File: config.mk
export PLATFORM = sky130hd
export DESIGN_NAME = spi_cmd_engine
export DESIGN_NICKNAME = d
export VERILOG_FILES = /design/src/rtl/spi_cmd_pkg.sv /design/src/rtl/spi_cmd_dpath.sv /design/src/rtl/spi_cmd_ctrl.sv /design/src/rtl/spi_cmd_engine.sv
export SDC_FILE = /design/constraint.sdc
export NUM_CORES = 1
export LEC_CHECK = 0
export ABC_CLOCK_PERIOD_IN_PS = 7300
export BUFFER_PORTS_ARGS = -buffer_cell sky130_fd_sc_hd__buf_4
export CAP_MARGIN = 10
export CORE_MARGIN = 3
export CORE_UTILIZATION = 65
export CTS_CLUSTER_DIAMETER = 50
export CTS_CLUSTER_SIZE = 14
export DETAILED_ROUTE_END_ITERATION = 12
export PLACE_DENSITY = 0.9
export RECOVER_POWER = 25
export SYNTH_ARGS = -nofsm -noshare
export SYNTH_HDL_FRONTEND = slang
export SYNTH_SLANG_ARGS = --single-unit
File: constraint.sdc
create_clock -name clk -period 7.3 [get_ports clk]
set_clock_uncertainty 0.15 [all_clocks]
set_input_delay 1.46 -clock clk [delete_from_list [all_inputs] [get_ports clk]]
set_output_delay 1.46 -clock clk [all_outputs]
set_load 0.02 [all_outputs]
File: src/rtl/spi_cmd_pkg.sv
package spi_cmd_pkg;

  localparam int BYTE_W    = 8;
  localparam int NUM_REGS  = 8;
  localparam int OFS_W     = $clog2(NUM_REGS);
  localparam int BCNT_W    = 4;
  localparam logic [OFS_W-1:0] RX_OFS = OFS_W'(5);

  typedef enum logic [1:0] {ST_IDLE, ST_LEAD, ST_XFER, ST_TRAIL} phase_t;

  // Strobes from control to datapath
  typedef struct packed {
    logic             load;
    logic             loadZero;
    logic [OFS_W-1:0] loadSel;
    logic             shift;
    logic             sample;
    logic             store;
    logic [OFS_W-1:0] storeSel;
  } dpStrobe_t;

  function automatic logic [BCNT_W-1:0] wrLenOf(input logic [1:0] code);
    case (code)
      2'd0:    return BCNT_W'(1);
      2'd1:    return BCNT_W'(2);
      2'd2:    return BCNT_W'(4);
      default: return BCNT_W'(5);
    endcase
  endfunction

  // Register offset of send byte idx; the address bytes go out highest offset first
  function automatic logic [OFS_W-1:0] txOffset(input logic [1:0] code,
                                                input logic [BCNT_W-1:0] idx);
    logic [OFS_W-1:0] ofs;
    if (idx == '0)                 ofs = OFS_W'(1);
    else if (code == 2'd1)         ofs = OFS_W'(7);
    else if (idx == BCNT_W'(4))    ofs = OFS_W'(7);
    else                           ofs = OFS_W'(BCNT_W'(5) - idx);
    return ofs;
  endfunction

endpackage

File: src/rtl/spi_cmd_dpath.sv
module spi_cmd_dpath
  import spi_cmd_pkg::*;
(
  input  logic              clk,
  input  logic              rst_n,
  input  logic              regWe,
  input  logic [OFS_W-1:0]  regAddr,
  input  logic [BYTE_W-1:0] regWrData,
  output logic [BYTE_W-1:0] regRdData,
  input  logic              busy,
  input  dpStrobe_t         strb,
  input  logic              miso,
  output logic              mosi,
  output logic              startGo,
  output logic [1:0]        startCode,
  output logic [1:0]        startRd,
  output logic              startFast
);

  logic [BYTE_W-2:0] ctrlR;
  logic [BYTE_W-1:0] regQ [NUM_REGS];
  logic [BYTE_W-1:0] txShift;
  logic [BYTE_W-1:0] rxShift;
  logic              ctrlHit;
  logic              ctrlValid;

  assign ctrlHit   = regWe && !busy && (regAddr == '0);
  assign ctrlValid = (regWrData[7:4] == 4'h4) || (regWrData[7:4] == 4'h5);
  assign startGo   = ctrlHit && ctrlValid;
  assign startCode = regWrData[1:0];
  assign startRd   = regWrData[3:2];
  assign startFast = regWrData[4];

  always_ff @(posedge clk or negedge rst_n) begin
    if (!rst_n)       ctrlR <= '0;
    else if (startGo) ctrlR <= regWrData[BYTE_W-2:0];
  end

  assign regQ[0] = {busy, ctrlR};

  // Data registers 1..7: receive store wins, host writes only while idle
  for (genvar g = 1; g < NUM_REGS; g++) begin : g_reg
    always_ff @(posedge clk or negedge rst_n) begin
      if (!rst_n)
        regQ[g] <= '0;
      else if (strb.store && (strb.storeSel == OFS_W'(g)))
        regQ[g] <= rxShift;
      else if (regWe && !busy && (regAddr == OFS_W'(g)))
        regQ[g] <= regWrData;
    end
  end

  assign regRdData = regQ[regAddr];

  always_ff @(posedge clk or negedge rst_n) begin
    if (!rst_n)            txShift <= '0;
    else if (strb.load)    txShift <= strb.loadZero ? '0 : regQ[strb.loadSel];
    else if (strb.shift)   txShift <= {txShift[BYTE_W-2:0], 1'b0};
  end

  always_ff @(posedge clk or negedge rst_n) begin
    if (!rst_n)            rxShift <= '0;
    else if (strb.sample)  rxShift <= {rxShift[BYTE_W-2:0], miso};
  end

  assign mosi = busy & txShift[BYTE_W-1];

endmodule

File: src/rtl/spi_cmd_ctrl.sv
module spi_cmd_ctrl
  import spi_cmd_pkg::*;
#(
  parameter int SLOW_HALF = 4,
  parameter int FAST_HALF = 2
) (
  input  logic       clk,
  input  logic       rst_n,
  input  logic       startGo,
  input  logic [1:0] startCode,
  input  logic [1:0] startRd,
  input  logic       startFast,
  output logic       busy,
  output logic       sck,
  output logic       csN,
  output dpStrobe_t  strb
);

  localparam int MAX_HALF = (SLOW_HALF > FAST_HALF) ? SLOW_HALF : FAST_HALF;
  localparam int DIV_W    = $clog2(MAX_HALF + 1);
  localparam logic [DIV_W-1:0] SLOW_LIM = DIV_W'(SLOW_HALF - 1);
  localparam logic [DIV_W-1:0] FAST_LIM = DIV_W'(FAST_HALF - 1);

  phase_t            state;
  logic [DIV_W-1:0]  divCnt;
  logic              fastR;
  logic [1:0]        codeR;
  logic [1:0]        rdR;
  logic [BCNT_W-1:0] byteIdx;
  logic [2:0]        bitIdx;
  logic              sckR;

  logic              halfTick;
  logic              lastBit;
  logic [BCNT_W-1:0] wrLen;
  logic [BCNT_W-1:0] totalBytes;
  logic [BCNT_W-1:0] nextIdx;

  assign wrLen      = wrLenOf(codeR);
  assign totalBytes = wrLen + BCNT_W'(rdR);
  assign nextIdx    = byteIdx + BCNT_W'(1);
  assign lastBit    = (bitIdx == 3'd7);
  assign halfTick   = (state != ST_IDLE) &&
                      (divCnt == (fastR ? FAST_LIM : SLOW_LIM));

  always_comb begin
    strb = '0;
    if (state == ST_IDLE && startGo) begin
      strb.load    = 1'b1;
      strb.loadSel = txOffset(startCode, '0);
    end
    if (state == ST_XFER && halfTick) begin
      if (!sckR) begin
        strb.sample = 1'b1;
      end else if (!lastBit) begin
        strb.shift = 1'b1;
      end else begin
        if (byteIdx >= wrLen) begin
          strb.store    = 1'b1;
          strb.storeSel = RX_OFS + OFS_W'(byteIdx - wrLen);
        end
        if (nextIdx < totalBytes) begin
          strb.load = 1'b1;
          if (nextIdx < wrLen) strb.loadSel  = txOffset(codeR, nextIdx);
          else                 strb.loadZero = 1'b1;
        end
      end
    end
  end

  always_ff @(posedge clk or negedge rst_n) begin
    if (!rst_n) begin
      state   <= ST_IDLE;
      divCnt  <= '0;
      fastR   <= 1'b0;
      codeR   <= '0;
      rdR     <= '0;
      byteIdx <= '0;
      bitIdx  <= '0;
      sckR    <= 1'b0;
    end else if (state == ST_IDLE) begin
      if (startGo) begin
        state   <= ST_LEAD;
        fastR   <= startFast;
        codeR   <= startCode;
        rdR     <= startRd;
        divCnt  <= '0;
        byteIdx <= '0;
        bitIdx  <= '0;
        sckR    <= 1'b0;
      end
    end else begin
      divCnt <= halfTick ? '0 : divCnt + DIV_W'(1);
      case (state)
        ST_LEAD: if (halfTick) state <= ST_XFER;
        ST_XFER: begin
          if (halfTick) begin
            sckR <= !sckR;
            if (sckR) begin
              if (lastBit) begin
                bitIdx <= '0;
                if (nextIdx == totalBytes) state <= ST_TRAIL;
                else                       byteIdx <= nextIdx;
              end else begin
                bitIdx <= bitIdx + 3'd1;
              end
            end
          end
        end
        ST_TRAIL: if (halfTick) state <= ST_IDLE;
        default:  state <= ST_IDLE;
      endcase
    end
  end

  assign busy = (state != ST_IDLE);
  assign csN  = (state == ST_IDLE);
  assign sck  = sckR;

endmodule

File: src/rtl/spi_cmd_engine.sv
module spi_cmd_engine
  import spi_cmd_pkg::*;
#(
  parameter int SLOW_HALF = 4,
  parameter int FAST_HALF = 2
) (
  input  logic       clk,
  input  logic       rst_n,
  input  logic       regWe,
  input  logic [2:0] regAddr,
  input  logic [7:0] regWrData,
  output logic [7:0] regRdData,
  output logic       sck,
  output logic       csN,
  output logic       mosi,
  input  logic       miso
);

  dpStrobe_t  strb;
  logic       busy;
  logic       startGo;
  logic [1:0] startCode;
  logic [1:0] startRd;
  logic       startFast;

  spi_cmd_ctrl #(.SLOW_HALF(SLOW_HALF), .FAST_HALF(FAST_HALF)) u_ctrl (
    .clk       (clk),
    .rst_n     (rst_n),
    .startGo   (startGo),
    .startCode (startCode),
    .startRd   (startRd),
    .startFast (startFast),
    .busy      (busy),
    .sck       (sck),
    .csN       (csN),
    .strb      (strb)
  );

  spi_cmd_dpath u_dpath (
    .clk       (clk),
    .rst_n     (rst_n),
    .regWe     (regWe),
    .regAddr   (regAddr),
    .regWrData (regWrData),
    .regRdData (regRdData),
    .busy      (busy),
    .strb      (strb),
    .miso      (miso),
    .mosi      (mosi),
    .startGo   (startGo),
    .startCode (startCode),
    .startRd   (startRd),
    .startFast (startFast)
  );

endmodule

==> results.json, run 1 <==
{
  "report.final.hold_viol_count": 0,
  "violations": "capacitance limit",
  "cts_made_buffers": 9,
  "max_slew_margin_pct": 0.0843,
  "syn-num-nets": 611,
  "critPathArrivalTime_ns": 3.64,
  "nets": 619,
  "powerDensity_nw_per_um2": 157,
  "placed_area_um2": 6260,
  "period_needed_ns": 5.25,
  "detailed_place_hpwl_um": 11400,
  "cts_sinks": 97,
  "grt_pass1_vias": 4771,
  "yosysSeqAreaShare_pct": 40.2,
  "cp_max_fo": 21,
  "synth_edf_count": 0,
  "grt_pass1_wl_um": 25700,
  "die_area_um2": 10500,
  "min_path_cells": 1,
  "drt_iter0_drc": 407,
  "cap_violations": 1,
  "ys_seq_elements": 97,
  "grt_max_degree": 84,
  "synth_ff_type": "dfrtp_1",
  "cts_resized": 0,
  "n_antenna_cell": 0,
  "crit_type": "in -> out",
  "place_congestion": 0.959,
  "fin_setup_tns_ns": 0,
  "antenna_found_initial": 0,
  "ys_types": 56,
  "clkTransAtPathRegs_ns": 0.10,
  "clock_path_buffers": 2,
  "worst_r2r_endpoint": "u_dpath.txShift[3]",
  "syn-cell-area_um2": 6030,
  "die-height_um": 102,
  "first_pass_iters": 5,
  "drive_gt1_share_pct": 17.3,
  "async_flop_share_pct": 100,
  "avgSynthCellArea_um2": 10.6,
  "vias": 4904,
  "synth_cells": 570,
  "io_pins": 26,
  "via_per_inst": 7.10,
  "slew_violations": 0,
  "post-route-util_pct": 73.5,
  "die_w_um": 102,
  "clk_latency_ns": 0.37,
  "htree_levels": 3,
  "row_count": 34,
  "grt.overflow.total": 0,
  "final_area_um2": 6500,
  "wl_per_cell_um": 23.2,
  "setup_violations": 0,
  "cts-root-buf": "clkbuf_8",
  "power_leakage_nw": 3.48,
  "area_delta_synth_final_pct": 7.76,
  "vdd_ir_drop_max_uv": 123,
  "finalCritPeriodShare_pct": 71.9,
  "drtAntennaViolNets": 0,
  "portBuffers": 25,
  "cts_tree": "done",
  "reg2reg_from": "u_ctrl.codeR[0]",
  "crit_path_start": "regAddr[0]",
  "synth_warnings": 0,
  "rsz0062_at_grt": "no",
  "status": "complete, but fails checks",
  "fmaxAchievable_mhz": 191,
  "core_um2": 8850,
  "drc": 0,
  "tightest_slew_ns": 1.50,
  "crit_required_ns": 5.69,
  "grt.total_usage_pct": 32.6,
  "wl_um": 16100,
  "ff2ff_path_depth": 14,
  "critPathLaunchType": "input port",
  "min_path_type": "reg -> reg",
  "crit_path_end_kind": "output port",
  "start_util_pct": 68.2,
  "cts_hold_buf": 0,
  "cp-endpoint": "regRdData[3]",
  "post_cts_buffers": 0,
  "ff2ff_setup_slack_ns": 3.05
}
critical path: stages:
cell and delay [ns]:
clkbuf_1 1.06, mux4_2 0.65, mux2_2 0.29, buf_4 0.16
logic make-up (layout without fill, tap and decap cells):
kind of cell | count (synthesis) | count (layout) | share of synthesized area, %
AO/OA/AOI/OAI | 189 | 189 | 24.3
XOR/XNOR | 8 | 8 | 1.16
adder cells (fa/ha/maj) | 26 | 26 | 5.39
buffers and inverters | 51 | 64 | 3.59
flip-flops | 97 | 97 | 40.2
multiplexers | 61 | 61 | 13.8
AND/OR/NAND/NOR | 138 | 138 | 11.5
stage by stage:
| stage | hold WS (ns) | power, mW | setup WS (ns) | instances |
|---|---|---|---|---|
| detailed placement | 0.339 | 0.595 | 2.88 | 675 |
| CTS | 0.361 | 1.02 | 2.88 | 691 |
| floorplan | 0.303 | 0.572 | 2.86 | 570 |
| global placement | 0.331 | 0.593 | 2.93 | 675 |
| global route | 0.377 | 1.05 | 1.88 | 691 |
| finish | 0.362 | 1.02 | 2.05 | 691 |
sequential cells by signal (all words and copies together) (netlist names):
name             flops
u_ctrl.bitIdx        3
u_ctrl.byteIdx       4
u_ctrl.codeR         2
u_ctrl.divCnt        3
u_ctrl.fastR         1
u_ctrl.rdR           2
u_ctrl.sck           1
u_ctrl.state         2
u_dpath.ctrlR        7
u_dpath.regQ        56
u_dpath.rxShift      8
u_dpath.txShift      8
placed cells by master (no fill, tap or decap), drive strengths merged, types with 3 or more instances in the layout:
cell	n
bufinv	3
nand2b	10
nor2b	6
a31o	3
dfrtp	97
mux2	18
or2	4
clkbuf	13
nand4	3
mux4	16
xnor2	4
nand2	39
buf	30
and3	8
o2bb2ai	13
o211ai	6
o21ai	29
nor2	36
nor3	7
a21oi	15
inv	16
and2	10
ha	26
xor2	4
a21o	53
a22o	54
mux2i	27
nand3	7
final cells by class:
cell class	count	area, um2
Inverter	15	56.3
Sequential cell	97	2430
Timing Repair Buffer	33	236
Tap cell	108	135
Clock inverter	6	113
Clock buffer	10	138
Multi-Input combinational cell	422	3390
Fill cell	652	2350
power breakdown:
part / internal [mW] / switching [mW] / leakage (nW)
combinational: 0.0130 / 0.0271 / 2.06
clock: 0.238 / 0.200 / 0.127
sequential: 0.538 / 0.00532 / 1.29
total: 0.790 / 0.233 / 3.48
cell usage after synthesis (all sizes together), types with 13 or more instances:
library cell	instances	area, um2
mux2	18	203
buf	20	96.4
a21oi	15	78.8
clkbuf	16	63.8
mux2i	27	270
nor2	36	135
dfrtp	97	2430
o21ai	29	149
a22o	54	473
nand2	39	146
o2bb2ai	13	114
ha	26	325
inv	15	56.3
mux4	16	360
a21o	53	398
how the worst min path moves through the flow:
stage	to	startpoint	slack (ns)
finish	u_dpath.regQ[34]	u_dpath.regQ[34]	0.36
global route	u_dpath.regQ[33]	u_dpath.regQ[33]	0.38
CTS	u_dpath.regQ[33]	u_dpath.regQ[33]	0.36
detailed placement	u_dpath.regQ[33]	u_dpath.regQ[33]	0.34
global placement	u_dpath.regQ[33]	u_dpath.regQ[33]	0.33
floorplan	u_dpath.ctrlR[6]	u_dpath.ctrlR[6]	0.30
metal layers:
layer | vias up | global-route usage, % | wire, um
li1 | 2142 | - | -
met4 | 0 | 10.8 | 539
met5 | - | 0 | 0
met1 | 2454 | 45.7 | 6480
met3 | 48 | 5.32 | 1380
met2 | 260 | 52.1 | 7660
Note: power is estimated with default switching activity, not from simulation.
==> run 2: changes to the inputs <==
ABC_CLOCK_PERIOD_IN_PS = 4500   (was 7300)
CORE_UTILIZATION = 56   (was 65)
PLACE_DENSITY = 0.83   (was 0.9)
clock period = 4.5 ns   (was 7.3 ns; I/O delays follow)
==> run 2 against run 1 <==
  * The run ends with capacitance limit, slew limit left
  * Register-to-register slack worse by 2.4 ns
  * Non-clock buffer count up 10
  * Sequential share of layout area down 0.31 points
  * Final cell count up 5.5%
  * Critical endpoint is now u_dpath.txShift[4]
==> results.json, run 2 (synthesized netlist as in run 1, its figures left out) <==
{
  "grt.total_usage_pct": 27.9,
  "first_pass_iters": 6,
  "grt_pass1_wl_um": 25300,
  "violations": "capacitance limit, slew limit",
  "n_antenna_cell": 0,
  "cts_hold_buf": 0,
  "clk_latency_ns": 0.38,
  "critPathLaunchType": "flip-flop",
  "cp_max_fo": 21,
  "period_needed_ns": 3.82,
  "drtAntennaViolNets": 0,
  "crit_required_ns": 4.61,
  "clock_path_buffers": 2,
  "die-height_um": 110,
  "die_w_um": 110,
  "path_cells": "inv_1 > ha_1 > ha_1 > ha_1 > a21oi_1 > xnor2_1 > ha_1 > o21ai_0 > a21oi_1 > a2111o_1 > or2_1 > and3_1 > o21ai_1 > o211ai_2",
  "max_stage_delay_ns": 0.52,
  "layout_commonest_cell": "dfrtp_1",
  "post-route-worst-setup-slack_ns": 0.684,
  "area.sequential_um2": 2430,
  "powerDensity_nw_per_um2": 228,
  "start_util_pct": 57.9,
  "critPathArrivalTime_ns": 3.93,
  "crit_family": "adder cells",
  "cts_tree": "done",
  "final_cell_mix": "97 x dfrtp_1, 54 x a22o_1, 53 x a21o_1",
  "grt_max_degree": 84,
  "cts_sinks": 97,
  "grt.overflow.total": 0,
  "place_congestion": 0.982,
  "drc": 0,
  "largest_reg_flops": 56,
  "via_per_inst": 6.71,
  "htree_levels": 3,
  "post-route-util_pct": 62.9,
  "core_um2": 10400,
  "cap_violations": 1,
  "holdWs_ns": 0.355,
  "reg.largest.list": "u_dpath.regQ: 56 flops, u_dpath.rxShift: 8 flops, u_dpath.txShift: 8 flops",
  "multiInputGateArea_um2": 3390,
  "slew_violations": 84,
  "cts_made_buffers": 9,
  "post_cts_buffers": 0,
  "drive_gt1_share_pct": 19.2,
  "tightest_slew_ns": 2.10,
  "detailed_place_hpwl_um": 11500,
  "vdd_ir_drop_max_uv": 179,
  "fmaxAchievable_mhz": 262,
  "vias": 4893,
  "finalCritPeriodShare_pct": 84.8,
  "min_path_type": "reg -> reg",
  "setup_violations": 0,
  "regMostFlops": "u_dpath.regQ",
  "crit_path_end_kind": "flip-flop",
  "clkTransAtPathRegs_ns": 0.10,
  "row_count": 37,
  "die_area_um2": 12100,
  "fillerInstances": 851,
  "crit_type": "reg -> reg",
  "crit_top_cell": "ha_1",
  "report.final.hold_viol_count": 0,
  "antenna_found_initial": 0,
  "cts-root-buf": "clkbuf_8",
  "max_slew_margin_pct": -40.2,
  "path_buf_inv": 1,
  "cts_resized": 0,
  "area_delta_synth_final_pct": 8.65,
  "portBuffers": 25,
  "wl_per_cell_um": 22.1,
  "status": "complete, but fails checks",
  "grt_pass1_vias": 4773,
  "io_pins": 26,
  "drt_iter0_drc": 510,
  "crit_slowest_cell": "or2_1",
  "nets": 629,
  "power_leakage_nw": 3.51,
  "wl_um": 16100,
  "rsz0062_at_grt": "no",
  "dp_slack_ns": 0.686,
  "fin_setup_tns_ns": 0
}
==> run 2: cell type report <==
cell class / instances / area share (%)
Clock inverter: 7 / 0.935
Sequential cell: 97 / 37.0
Inverter: 15 / 0.859
Multi-Input combinational cell: 422 / 51.8
Timing Repair Buffer: 43 / 4.89
Clock buffer: 9 / 1.89
Tap cell: 136 / 2.60
==> run 2: per-stage QoR <==
stage                     cell area, um2  instances  total power, mW
final                               6550        729             1.50
after global routing                6550        729             1.54
after CTS                           6560        729             1.50
after detailed placement            6370        713            0.964
after global placement              6370        713            0.963
after floorplan                     6030        570            0.928
==> run 2: worst paths after layout <==
path | slack (ns) | startpoint | cells after the start | end
hold / removal | 0.35 | u_dpath.regQ[36] | 1 | u_dpath.regQ[36]
min in group asynchronous | 0.93 | rst_n | 1 | u_ctrl.bitIdx[2]
max in group asynchronous | 1.99 | rst_n | 1 | u_dpath.regQ[40]
setup reg to reg | 0.68 | u_ctrl.codeR[0] | 14 | u_dpath.txShift[4]
hold reg to reg | 0.35 | u_dpath.regQ[36] | 1 | u_dpath.regQ[36]
setup / recovery | 0.68 | u_ctrl.codeR[0] | 14 | u_dpath.txShift[4]
==> run 2: routing by layer <==
layer  routed length [um]  GRT usage [%]
met2                 7360           41.4
met5                    0              0
met4                  377           10.6
met1                 6850           38.6
met3                 1530           8.10
==> run 2: where the power goes <==
part	total (mW)	leakage, nW	internal [mW]	switching, mW
Clock	0.549	0.0884	0.211	0.338
Combinational	0.0646	2.13	0.0215	0.0432
Sequential	0.882	1.29	0.874	0.00821
Total	1.50	3.51	1.11	0.390
==> run 2: worst register-to-register path: stages (launching register included) <==
cell      delay, ns
dfrtp_1        0.41
inv_1          0.08
ha_1           0.37
ha_1           0.23
ha_1           0.17
a21oi_1        0.14
xnor2_1        0.15
ha_1           0.27
o21ai_0        0.16
a21oi_1        0.07
a2111o_1       0.37
or2_1          0.52
and3_1         0.32
o21ai_1        0.18
o211ai_2       0.10
